### config.mk
export PLATFORM = sky130hd
export DESIGN_NAME = dual_timer_unit
export DESIGN_NICKNAME = d
export VERILOG_FILES = /design/src/rtl/dtu_pkg.sv /design/src/rtl/dtu_channel.sv /design/src/rtl/dtu_irq.sv /design/src/rtl/dual_timer_unit.sv
export SDC_FILE = /design/constraint.sdc
export NUM_CORES = 1
export LEC_CHECK = 0
export ABC_AREA = 1
export BUFFER_PORTS_ARGS = -buffer_cell sky130_fd_sc_hd__buf_2
export CORE_ASPECT_RATIO = 1.75
export CORE_MARGIN = 2
export CORE_UTILIZATION = 55
export CTS_CLUSTER_DIAMETER = 50
export DETAILED_ROUTE_END_ITERATION = 6
export PLACE_DENSITY = 0.72
export SETUP_SLACK_MARGIN = 0.02
export SYNTH_ARGS = -nofsm -noshare
export SYNTH_HDL_FRONTEND = slang
export SYNTH_HIERARCHICAL = 1
export SYNTH_SLANG_ARGS = --single-unit
### constraint.sdc
create_clock -name clk -period 5.9 [get_ports clk]
set_input_delay 1.77 -clock clk [delete_from_list [all_inputs] [get_ports clk]]
set_output_delay 1.77 -clock clk [all_outputs]
set_load 0.01 [all_outputs]
### src/rtl/dtu_pkg.sv
package dtu_pkg;
  localparam int NUM_CH    = 2;
  localparam int NUM_SRC   = 4;
  localparam int SEL_W     = 3;
  localparam int CH_STRIDE = 16;
  localparam int OFF_RELOAD = 0;
  localparam int OFF_COUNT  = 4;
  localparam int OFF_CTRL   = 8;
  localparam int OFF_TIME   = 56;
  localparam int OFF_MASK   = 72;
  localparam int OFF_ACK    = 76;
  localparam int OFF_STAT   = 80;
  localparam int OFF_MSTAT  = 84;

  typedef enum logic [1:0] {
    OP_LOAD = 2'd0,
    OP_HOLD = 2'd1,
    OP_RUN  = 2'd2,
    OP_BAD  = 2'd3
  } op_e;
endpackage

### src/rtl/dtu_channel.sv
module dtu_channel
  import dtu_pkg::*;
#(
  parameter int DATA_W = 32
) (
  input  logic                clk,
  input  logic                rst,
  input  logic                reload_wr,
  input  logic                ctrl_wr,
  input  logic [DATA_W-1:0]   wdata,
  input  logic [NUM_SRC-1:0]  tick_src,
  output logic [DATA_W-1:0]   count_o,
  output logic                running_o,
  output logic                expire_o
);
  localparam int IDX_W = $clog2(NUM_SRC);

  logic [DATA_W-1:0] reload_q, count_q;
  logic [SEL_W-1:0]  sel_q;
  logic              run_q;
  logic              tick_hit;
  op_e               op;

  assign op       = op_e'(wdata[1:0]);
  assign tick_hit = sel_q[SEL_W-1] & tick_src[sel_q[IDX_W-1:0]];
  assign expire_o = run_q & tick_hit & ~ctrl_wr & (count_q == '0);
  assign count_o  = count_q;
  assign running_o = run_q;

  always_ff @(posedge clk) begin
    if (rst) begin
      reload_q <= '0;
      count_q  <= '0;
      sel_q    <= '0;
      run_q    <= 1'b0;
    end else begin
      if (reload_wr) reload_q <= wdata;
      if (ctrl_wr && op != OP_BAD) begin
        sel_q <= wdata[SEL_W+1:2];
        case (op)
          OP_LOAD: count_q <= reload_q;
          OP_HOLD: run_q   <= 1'b0;
          OP_RUN:  run_q   <= 1'b1;
          default: ;
        endcase
      end else if (run_q && tick_hit && !ctrl_wr) begin
        count_q <= (count_q == '0) ? reload_q : count_q - 1'b1;
      end
    end
  end
endmodule

### src/rtl/dtu_irq.sv
module dtu_irq
  import dtu_pkg::*;
(
  input  logic              clk,
  input  logic              rst,
  input  logic [NUM_CH-1:0] expire,
  input  logic              mask_wr,
  input  logic              ack_wr,
  input  logic [NUM_CH-1:0] wbits,
  output logic [NUM_CH-1:0] status_o,
  output logic [NUM_CH-1:0] mask_o,
  output logic              irq_o
);
  logic [NUM_CH-1:0] status_q, mask_q, status_n, mask_n, clr;

  assign clr      = ack_wr ? wbits : '0;
  assign status_n = (status_q & ~clr) | expire;
  assign mask_n   = mask_wr ? wbits : mask_q;
  assign status_o = status_q;
  assign mask_o   = mask_q;

  always_ff @(posedge clk) begin
    if (rst) begin
      status_q <= '0;
      mask_q   <= '0;
      irq_o    <= 1'b0;
    end else begin
      status_q <= status_n;
      mask_q   <= mask_n;
      irq_o    <= |(status_n & mask_n);
    end
  end
endmodule

### src/rtl/dual_timer_unit.sv
module dual_timer_unit
  import dtu_pkg::*;
#(
  parameter int ADDR_W = 8,
  parameter int DATA_W = 32
) (
  input  logic               clk,
  input  logic               rst,
  input  logic               bus_wr,
  input  logic               bus_rd,
  input  logic [ADDR_W-1:0]  bus_addr,
  input  logic [DATA_W-1:0]  bus_wdata,
  output logic [DATA_W-1:0]  bus_rdata,
  input  logic [NUM_SRC-1:0] tick_src,
  input  logic               time_tick,
  output logic               irq
);
  logic [DATA_W-1:0] count  [NUM_CH];
  logic [NUM_CH-1:0] running, expire, reload_wr, ctrl_wr;
  logic [NUM_CH-1:0] status, mask;
  logic [DATA_W-1:0] time_q;
  logic              mask_wr, ack_wr;

  generate
    for (genvar i = 0; i < NUM_CH; i++) begin : g_ch
      assign reload_wr[i] = bus_wr && bus_addr == ADDR_W'(i*CH_STRIDE + OFF_RELOAD);
      assign ctrl_wr[i]   = bus_wr && bus_addr == ADDR_W'(i*CH_STRIDE + OFF_CTRL);
      dtu_channel #(.DATA_W(DATA_W)) u_ch (
        .clk       (clk),
        .rst       (rst),
        .reload_wr (reload_wr[i]),
        .ctrl_wr   (ctrl_wr[i]),
        .wdata     (bus_wdata),
        .tick_src  (tick_src),
        .count_o   (count[i]),
        .running_o (running[i]),
        .expire_o  (expire[i])
      );
    end
  endgenerate

  assign mask_wr = bus_wr && bus_addr == ADDR_W'(OFF_MASK);
  assign ack_wr  = bus_wr && bus_addr == ADDR_W'(OFF_ACK);

  dtu_irq u_irq (
    .clk      (clk),
    .rst      (rst),
    .expire   (expire),
    .mask_wr  (mask_wr),
    .ack_wr   (ack_wr),
    .wbits    (bus_wdata[NUM_CH-1:0]),
    .status_o (status),
    .mask_o   (mask),
    .irq_o    (irq)
  );

  always_ff @(posedge clk) begin
    if (rst) time_q <= '0;
    else if (time_tick) time_q <= time_q + 1'b1;
  end

  always_ff @(posedge clk) begin
    if (rst) begin
      bus_rdata <= '0;
    end else if (bus_rd) begin
      case (bus_addr)
        ADDR_W'(OFF_COUNT):             bus_rdata <= count[0];
        ADDR_W'(CH_STRIDE + OFF_COUNT): bus_rdata <= count[1];
        ADDR_W'(OFF_TIME):              bus_rdata <= time_q;
        ADDR_W'(OFF_MASK):              bus_rdata <= DATA_W'(mask);
        ADDR_W'(OFF_STAT):              bus_rdata <= DATA_W'(status);
        ADDR_W'(OFF_MSTAT):             bus_rdata <= DATA_W'(status & mask);
        default:                        bus_rdata <= '0;
      endcase
    end
  end
endmodule

==> results of run 1 <==
metrics by stage:
| step | worst slack, ps | cell area [um2] | util |
|---|---|---|---|
| after floorplan | 2367 | 11890 | - |
| after global placement | 1338 | 12230 | 0.5736 |
| after detailed placement | 1303 | 12230 | 0.5736 |
| after CTS | 1819 | 12890 | 0.6044 |
| after global routing | 1450 | 12890 | 0.6044 |
| final | 1784 | 12890 | 0.6044 |
report_power, final:
| part | internal [mW] | switching [mW] |
|---|---|---|
| Sequential | 1.39 | 0.00282 |
| Clock | 0.737 | 0.563 |
| Combinational | 0.0269 | 0.0747 |
| Total | 2.15 | 0.641 |
placed cells by master, fill, tap and decap left out, types with 26 or more instances in the layout:
| master | n |
|---|---|
| a21oi_1 | 180 |
| buf_2 | 80 |
| dfxtp_1 | 205 |
| inv_1 | 193 |
| nand2_1 | 476 |
| nand2_2 | 39 |
| nand3_1 | 164 |
| nand3_2 | 26 |
| nor2_1 | 164 |
| o21ai_0 | 102 |
cell families after synthesis:
logic type               share of synthesized area
AO/OA/AOI/OAI                               0.1537
XOR/XNOR                                   0.01988
adder cells (fa/ha/maj)                    0.01157
buffers and inverters                      0.09963
flip-flops                                  0.3451
AND/OR/NAND/NOR                             0.3701
layer usage:
layer  part of all wire  GRT usage  wire [um]  vias to the layer above
met2               0.51     0.5778      18690                      435
met1               0.37     0.3547      13760                     5503
li1                   -          -          -                     5823
met3              0.055    0.02986       2012                      122
met4              0.062     0.1740       2263                        0
met5                  0          0          0                        -
worst max path at each step:
stage                      startpoint                       end  depth (start not counted)
after floorplan           bus_addr[0]  g_ch[0].u_ch/count_o[28]                         15
after global placement    bus_addr[0]   g_ch[1].u_ch/count_o[0]                         16
after detailed placement  bus_addr[0]   g_ch[1].u_ch/count_o[0]                         16
after CTS                 bus_addr[0]   g_ch[1].u_ch/count_o[0]                         16
after global routing      bus_addr[0]   g_ch[1].u_ch/count_o[0]                         16
final                     bus_addr[0]   g_ch[1].u_ch/count_o[0]                         16
final cells by class:
class | count | share of cell area
Clock buffer | 27 | 0.04486
Clock inverter | 8 | 0.006117
Inverter | 203 | 0.05913
Multi-Input combinational cell | 1319 | 0.5127
Sequential cell | 205 | 0.3185
Tap cell | 255 | 0.02476
Timing Repair Buffer | 85 | 0.03398
flip-flops by register name, indices dropped and copies added (netlist names):
signal	cells
g_ch.u_ch/count_o	64
g_ch.u_ch/reload_q	64
bus_rdata	32
time_q	32
g_ch.u_ch/sel_q	6
g_ch.u_ch/running_o	2
u_irq/mask_o	2
u_irq/status_o	2
u_irq/irq_o	1
worst max-delay path: cells and delay by family:
kind            cells  cell delay, ps
simple gates        7            1230
compound gates      2             320
buf+inv             7            1160
cell usage after synthesis (all sizes together):
library cell,count
nor2,201
nand3,190
nor3b,1
ha,11
nand3b,6
o21a,3
nand4,12
and3,3
and2,2
xnor2,9
nor3,16
nor4,1
xor2,18
clkbuf,38
o21bai,11
nand2,517
o21ai,114
buf,36
inv,203
dfxtp,205
a21oi,204
==> qor.yml, run 1 <==
nets: 1895
cts.sinks: 205
netlist.area_leader.share: 0.3451
post_cts_resized: 0
worstMarginPinSlew_ps: 1220
io_pins: 82
globalRouteTotalUtil: 0.3166
cp_max_fo: 37
drv_cap: 0
dieArea_um2: 22860
slew_headroom: 0.1858
ys_seq_area_frac: 0.3451
port_buffers: 81
grt-ovfl-total: 0
viasPerCell: 5.653
avgSynthCellArea_um2: 6.603
synth.distinct_cells: 38
yosysTopAreaCell: "dfxtp_1"
dpl.hpwl_um: 27390
wl_um: 36720
path_common_cell: "inv_1"
wire_per_inst_um: 17.47
min-delay-start: "g_ch[0].u_ch/reload_q[5]"
yosysWarnings: 6
fp.dieH_um: 198.5
grt_antenna_before_repair: 0
rsz0062_at_grt: "false"
num_rows: 71
cts_tree: "built"
hold_depth: 2
r2r_slack_ps: 3340
die_w_um: 115.2
via_count: 11880
slew_violations: 0
antenna_cells: 0
finalPower_mw: 2.791
gp_congestion: 0.9720
drcViolationCount: 0
arrival_ps: 4520
fillCellCount: 2096
crit_chain: "buf_2 -> inv_1 -> nand2_1 -> nor2_2 -> buf_4 -> inv_1 -> nor2_1 -> inv_1 -> nor2_8 -> nand2_1 -> nand2_2 -> inv_2 -> a21oi_1 -> o21ai_0 -> nand2_1 -> inv_1"
ant_nets: 0
firstDrtPassIters: 6
cts_hold_buf: 0
drive_above_1_share: 0.1451
critPathKind: "input port to flop"
timing.rr.end: "g_ch[1].u_ch/count_o[12]"
grt_pass1_vias: 11040
cp_slowest_cell: "nand2_2"
post-cts-setup-buffer-count: 0
path_clk_slew_ps: 60
cp-start-kind: "input port"
netlist_area_um2: 11890
cts_buffers: 21
layout_min_cycle_time_ps: 4116
drt-initial-drc-count: 889
stdcell_count: 2102
ir_worst_vdd_mv: 0.2692
worstSetupEndpointType: "flop"
hold_viol_final: 0
start_util: 0.5578
power.leakage_nw: 5.814
setup_viol: 0
fin_hold_ws_ps: 461.0
htree_levels: 1
min_period_over_period: 0.6976
final-seq-area_um2: 4104
grt_pass1_wl_um: 56810
synthTopCellsByArea: "dfxtp_1, nand2_1, a21oi_1"
pwr_density_cell_nw_per_um2: 216.6
syn_inst: 1801
status: "complete, no violations"
syn-num-nets: 1861
clkLatencyLatePin_ps: 510
whs_endpoint: "g_ch[0].u_ch/reload_q[5]"
fin_worst_skew_ps: 16.95
grt_max_degree: 62
hold_class: "flop to flop"
cts_root_buffer: "clkbuf_16"
clockBufferDepth: 3
fmax_ghz: 0.2430
fin_setup_tns_ps: 0
timing.rr.start: "g_ch[1].u_ch/count_o[24]"
ys_ff_latch: 205
coreArea_um2: 21320
multiInputGateArea_um2: 6606
r2r_cells: 8
cp_slowest_stage_delay_ps: 490
area_delta_synth_final_pct: 8.353
crit_required_ps: 6300
dp.cells: 2067
Note: power is estimated with default switching activity, not from simulation.
==> run 2, diff against run 1 <==
--- a/config.mk
+++ b/config.mk
@@ -12,7 +12,7 @@
 export CORE_UTILIZATION = 55
 export CTS_CLUSTER_DIAMETER = 50
 export DETAILED_ROUTE_END_ITERATION = 6
-export PLACE_DENSITY = 0.72
+export PLACE_DENSITY = 0.74
 export SETUP_SLACK_MARGIN = 0.02
 export SYNTH_ARGS = -nofsm -noshare
 export SYNTH_HDL_FRONTEND = slang
==> constraint.sdc (replaced) <==
create_clock -name clk -period 3.4 [get_ports clk]
set_input_delay 1.02 -clock clk [delete_from_list [all_inputs] [get_ports clk]]
set_output_delay 1.02 -clock clk [all_outputs]
set_load 0.01 [all_outputs]
==> run 2 against run 1 <==
Routed wire length up 1.6%; flip-flop and latch count unchanged; non-clock buffer count increased by 19; via count rose by 1.0%; combinational power rose by 74%; clock power grew 95%; core utilization increased by 1.2 points; total power is 83% higher; cell count increased by 1.1%; worst hold slack better by 0.80 ps; global-route usage rose by 1.0 points; sequential share of layout area down 0.62 points; largest cell class unchanged; highest routed layer unchanged.
==> qor.yml, run 2 (same netlist as run 1, synthesis figures left out) <==
wl_um: 37290  # +1.6%
die_w_um: 115.2  # unchanged
htree_levels: 1  # unchanged
fin_setup_tns_ps: 0  # unchanged
grt_pass1_wl_um: 58970  # +3.8%
wire_per_inst_um: 17.54  # +0.41%
dpl.hpwl_um: 28080  # +2.5%
power.leakage_nw: 5.967  # +2.6%
critPathKind: "input port to flop"
path_clk_slew_ps: 60  # about the same
path_common_cell: "nand2_1"
drive_above_1_share: 0.1571  # +0.01204
via_count: 12010  # +1.0%
cp_slowest_cell: "buf_4"
timing.critical_path.max_delay_family: "simple AND/OR/NAND/NOR gates"
num_rows: 71  # unchanged
crit_required_ps: 3840  # -2460 ps
grt_antenna_before_repair: 0  # unchanged
setup_viol: 0  # unchanged
cts.sinks: 205  # unchanged
drcViolationCount: 0  # unchanged
r2r_slack_ps: 940  # -2400 ps
cts_tree: "built"
cts_buffers: 22  # +4.8%
hold_class: "flop to flop"
port_buffers: 81  # unchanged
cts_root_buffer: "clkbuf_16"
status: "complete, no violations"
post_cts_resized: 0  # unchanged
crit_chain: "buf_2 -> inv_1 -> nand2_1 -> nor2_1 -> nand2_1 -> nor2_1 -> inv_1 -> nor2_8 -> nand2_1 -> nand2_2 -> inv_2 -> buf_4 -> a21oi_1 -> nand2_1 -> a21oi_1"
cp_slowest_stage_delay_ps: 260  # -230 ps
clockBufferDepth: 3  # unchanged
area_delta_synth_final_pct: 10.49
final_util: 0.6163  # +0.01191
firstDrtPassIters: 6  # unchanged
crit_buf_inv: 5  # -2
ant_nets: 0  # unchanged
grt_pass1_vias: 11390  # +3.2%
ir_worst_vdd_mv: 0.3688  # +37%
fin_worst_skew_ps: 15.42  # -1.524 ps
finalPower_mw: 5.119  # +83%
rsz0062_at_grt: "false"
slew_violations: 0  # unchanged
drv_cap: 0  # unchanged
start_util: 0.5578  # unchanged
final_common_cell: "nand2_1"
worstMarginPinSlew_ps: 1166  # -53.85 ps
cts_hold_buf: 0  # unchanged
worstSetupEndpointType: "flop"
min_period_over_period: 0.7647
pwr_density_cell_nw_per_um2: 389.6  # +80%
hold_viol_final: 0  # unchanged
coreArea_um2: 21320  # unchanged
layout_min_cycle_time_ps: 2600
viasPerCell: 5.648  # about the same
grt-ovfl-total: 0  # unchanged
arrival_ps: 3040  # -1480 ps
gp_congestion: 0.9910  # +2.0%
clkLatencyLatePin_ps: 520  # about the same
dieArea_um2: 22860  # unchanged
grt_max_degree: 61  # -1.6%
globalRouteTotalUtil: 0.3266  # +0.01001
fp.dieH_um: 198.5  # unchanged
fmax_ghz: 0.3846
io_pins: 82  # unchanged
cp-start-kind: "input port"
drt-initial-drc-count: 870  # -2.1%
post-cts-setup-buffer-count: 0  # unchanged
cp_max_fo: 23  # -38%
most-common-layout-cells: "nand2_1, dfxtp_1, inv_1"
slew_headroom: 0.2217  # +0.03594
nets: 1915  # +1.1%
antenna_cells: 0  # unchanged
-- run 2: cell count changes in the layout (fill, tap and decap cells not counted) --
cell	previous run	this run
buf_4	5	23
inv_6	0	1
clkbuf_16	21	23
clkinv_4	0	3
clkbuf_1	3	1
clkinv_8	0	1
bufinv_16	1	2
clkinvlp_4	3	2
clkbuf_8	3	1
buf_12	0	1
clkinv_2	3	5
-- run 2: layer usage --
| layer | track usage | vias to the layer above | share of wire |
|---|---|---|---|
| li1 | - | 5870 | - |
| met1 | 0.3675 | 5573 | 0.38 |
| met2 | 0.5906 | 418 | 0.50 |
| met3 | 0.03504 | 146 | 0.052 |
| met4 | 0.1807 | 0 | 0.066 |
| met5 | 0 | - | 0 |
-- run 2: where the power goes --
group          leakage, nW  switching (mW)  internal (mW)
Combinational         3.95           0.128         0.0495
Clock                0.370            1.10           1.43
Sequential            1.65         0.00465           2.40
-- run 2: metrics by stage --
step	worst slack [ps]	instances	hold slack [ps]	area (um2)
4_1_cts	843.4	2126	464.4	13140
3_5_place_dp	328.5	2086	454.4	12380
2_1_floorplan	616.8	1801	433.9	11890
5_1_grt	542.3	2126	478.5	13140
3_3_place_gp	381.7	2086	448.8	12380
6_report	800.0	2126	461.8	13140
-- run 2: final timing paths --
path / from / endpoint / cells past startpoint
setup / recovery: bus_addr[7] / g_ch[1].u_ch/count_o[26] / 15
hold / removal: bus_rdata[16] / bus_rdata[16] / 2
setup reg to reg: g_ch[0].u_ch/count_o[16] / g_ch[0].u_ch/count_o[29] / 9
hold reg to reg: bus_rdata[16] / bus_rdata[16] / 2
-- run 2: layout make-up --
cell class,instances,area [um2]
tap,255,319.1
sequential,205,4104
fill,2082,8180
timing repair buffer,104,593.1
clock buffer,25,593.1
clock inverter,15,162.7
multi-input combinational,1319,6606
inverter,203,762.0
-- run 2: tightest hold or removal path, cell delays in order, from the launching register on --
cell and delay [ps]:
dfxtp_1 310, nand2_1 60, a21oi_1 50
==> run 3, diff against run 2 <==
--- a/config.mk
+++ b/config.mk
@@ -12,7 +12,7 @@
 export CORE_UTILIZATION = 55
 export CTS_CLUSTER_DIAMETER = 50
 export DETAILED_ROUTE_END_ITERATION = 6
-export PLACE_DENSITY = 0.74
+export PLACE_DENSITY = 0.72
 export SETUP_SLACK_MARGIN = 0.02
 export SYNTH_ARGS = -nofsm -noshare
 export SYNTH_HDL_FRONTEND = slang
==> constraint.sdc (replaced) <==
create_clock -name clk -period 2.7 [get_ports clk]
set_input_delay 0.81 -clock clk [delete_from_list [all_inputs] [get_ports clk]]
set_output_delay 0.81 -clock clk [all_outputs]
set_load 0.01 [all_outputs]
==> run 3 against run 2 <==
Die area did not move; clock power rose by 12%; clock skew rose by 7.5 ps; global-route usage rose by 0.15 points; sequential share of layout area fell by 0.45 points; total power rose by 19%; register-to-register slack got worse by 350 ps; first-iteration DRC count rose by 14%.
==> qor.yml, run 3 (same netlist as run 1, synthesis figures left out) <==
cp_slowest_cell: "buf_4"
stdcell_count: 2147  # +0.99%
htree_levels: 1  # unchanged
cp_max_fo: 27  # +17%
clkLatencyLatePin_ps: 520  # about the same
hold_class: "flop to flop"
drv_cap: 0  # unchanged
timing.rr.start: "g_ch[0].u_ch/count_o[28]"
coreArea_um2: 21320  # unchanged
hold_depth: 2  # unchanged
cts_buffers: 20  # -9.1%
globalRouteTotalUtil: 0.3281  # +0.001520
grt_antenna_before_repair: 0  # unchanged
wire_per_inst_um: 17.31  # -1.3%
post_cts_resized: 0  # unchanged
power.leakage_nw: 6.095  # +2.2%
fin_worst_skew_ps: 22.87  # +7.450 ps
worstSetupEndpointType: "flop"
gp_congestion: 0.9662  # -2.5%
cts_root_buffer: "clkbuf_16"
drt-initial-drc-count: 993  # +14%
cp_slowest_stage_delay_ps: 310  # +50 ps
cts_hold_buf: 0  # unchanged
timing.rr.end: "g_ch[0].u_ch/count_o[29]"
drive_above_1_share: 0.1660  # +0.008827
viasPerCell: 5.549  # -1.7%
fmax_ghz: 0.4700
fin_setup_tns_ps: 0  # unchanged
cp-start-kind: "input port"
fillCellCount: 2024  # -2.8%
antenna_cells: 0  # unchanged
path_clk_slew_ps: 60  # about the same
min-delay-start: "g_ch[0].u_ch/running_o"
clockBufferDepth: 3  # unchanged
rsz0062_at_grt: "false"
hold_viol_final: 0  # unchanged
r2r_cells: 9  # unchanged
port_buffers: 81  # unchanged
drcViolationCount: 0  # unchanged
fp.dieH_um: 198.5  # unchanged
final_common_cell: "nand2_1"
die_w_um: 115.2  # unchanged
ant_nets: 0  # unchanged
path_common_cell: "nand2_1"
grt_pass1_wl_um: 58680  # -0.50%
fin_hold_ws_ps: 465.1  # +3.265 ps
slew_violations: 0  # unchanged
critPathKind: "input port to flop"
setup_viol: 0  # unchanged
most-common-layout-cells: "nand2_1, dfxtp_1, inv_1"
pwr_density_cell_nw_per_um2: 457.9  # +18%
min_period_over_period: 0.7880
grt-ovfl-total: 0  # unchanged
layout_min_cycle_time_ps: 2128
dp.cells: 2112  # +1.2%
ir_worst_vdd_mv: 0.4523  # +23%
worstMarginPinSlew_ps: 670.6  # -495.6 ps
r2r_slack_ps: 590  # -350 ps
whs_endpoint: "g_ch[0].u_ch/running_o"
crit_chain: "buf_2 -> inv_1 -> nand2_1 -> nor2_1 -> nand2_1 -> nor2_1 -> inv_1 -> nor2_8 -> nand2_1 -> nand2_2 -> buf_4 -> o21ai_0 -> a21oi_2"
crit_buf_inv: 4  # -1
arrival_ps: 2560  # -480 ps
via_count: 11910  # -0.77%
io_pins: 82  # unchanged
firstDrtPassIters: 5  # -1
post-cts-setup-buffer-count: 0  # unchanged
timing.critical_path.max_delay_family: "simple AND/OR/NAND/NOR gates"
finalPower_mw: 6.106  # +19%
cts.sinks: 205  # unchanged
wl_um: 37170  # -0.34%
crit_required_ps: 3130  # -710 ps
slew_headroom: 0.5524  # +0.3308
start_util: 0.5578  # unchanged
cts_tree: "built"
dpl.hpwl_um: 28580  # +1.8%
area_delta_synth_final_pct: 12.12
postLayoutSetupSlackWorst_ps: 572.3  # -227.7 ps
dieArea_um2: 22860  # unchanged
nets: 1939  # +1.3%
status: "complete, no violations"
grt_max_degree: 73  # +20%
grt_pass1_vias: 11540  # +1.4%
num_rows: 71  # unchanged
post-place-ws_ps: 36.74  # -291.8 ps
-- run 3: worst max path at each step --
stage / end / start / slack, ps / depth (start not counted)
6_report: g_ch[1].u_ch/count_o[3] / bus_addr[7] / 570 / 13
5_1_grt: g_ch[0].u_ch/reload_q[31] / bus_addr[0] / 250 / 11
4_1_cts: g_ch[0].u_ch/reload_q[31] / bus_addr[0] / 550 / 11
3_5_place_dp: g_ch[0].u_ch/reload_q[31] / bus_addr[0] / 40 / 11
3_3_place_gp: g_ch[0].u_ch/reload_q[31] / bus_addr[0] / 60 / 11
2_1_floorplan: g_ch[0].u_ch/count_o[28] / bus_addr[0] / 130 / 15
-- run 3: layout make-up --
type	instances	area (um2)	share of cell area
Clock buffer	25	560.5	0.04204
Clock inverter	10	81.33	0.006099
Inverter	203	762.0	0.05715
Multi-Input combinational cell	1319	6606	0.4955
Sequential cell	205	4104	0.3078
Tap cell	255	319.1	0.02393
Timing Repair Buffer	130	900.9	0.06756
-- run 3: layer usage --
layer | up-vias | GRT usage | wire [um] | share of wire
li1 | 5919 | - | - | -
met1 | 5460 | 0.3597 | 13990 | 0.38
met2 | 412 | 0.6052 | 19050 | 0.51
met3 | 123 | 0.02498 | 1625 | 0.044
met4 | 0 | 0.1946 | 2496 | 0.067
met5 | - | 0 | 0 | 0
-- run 3: power breakdown --
part | switching, mW | total [mW] | internal [mW]
sequential | 0.00613 | 3.03 | 3.03
combinational | 0.170 | 0.244 | 0.0737
clock | 1.26 | 2.83 | 1.57
total | 1.43 | 6.11 | 4.67
-- run 3: tightest hold or removal path: stages, from the launching register on --
cell	delay, ps
dfxtp_1	310
nand2_1	60
a21oi_1	50
-- run 3: metrics by stage --
stage            util  area (um2)
2_1_floorplan       -       11890
3_3_place_gp   0.5953       12690
3_5_place_dp   0.5953       12690
4_1_cts        0.6254       13330
5_1_grt        0.6254       13330
6_report       0.6254       13330
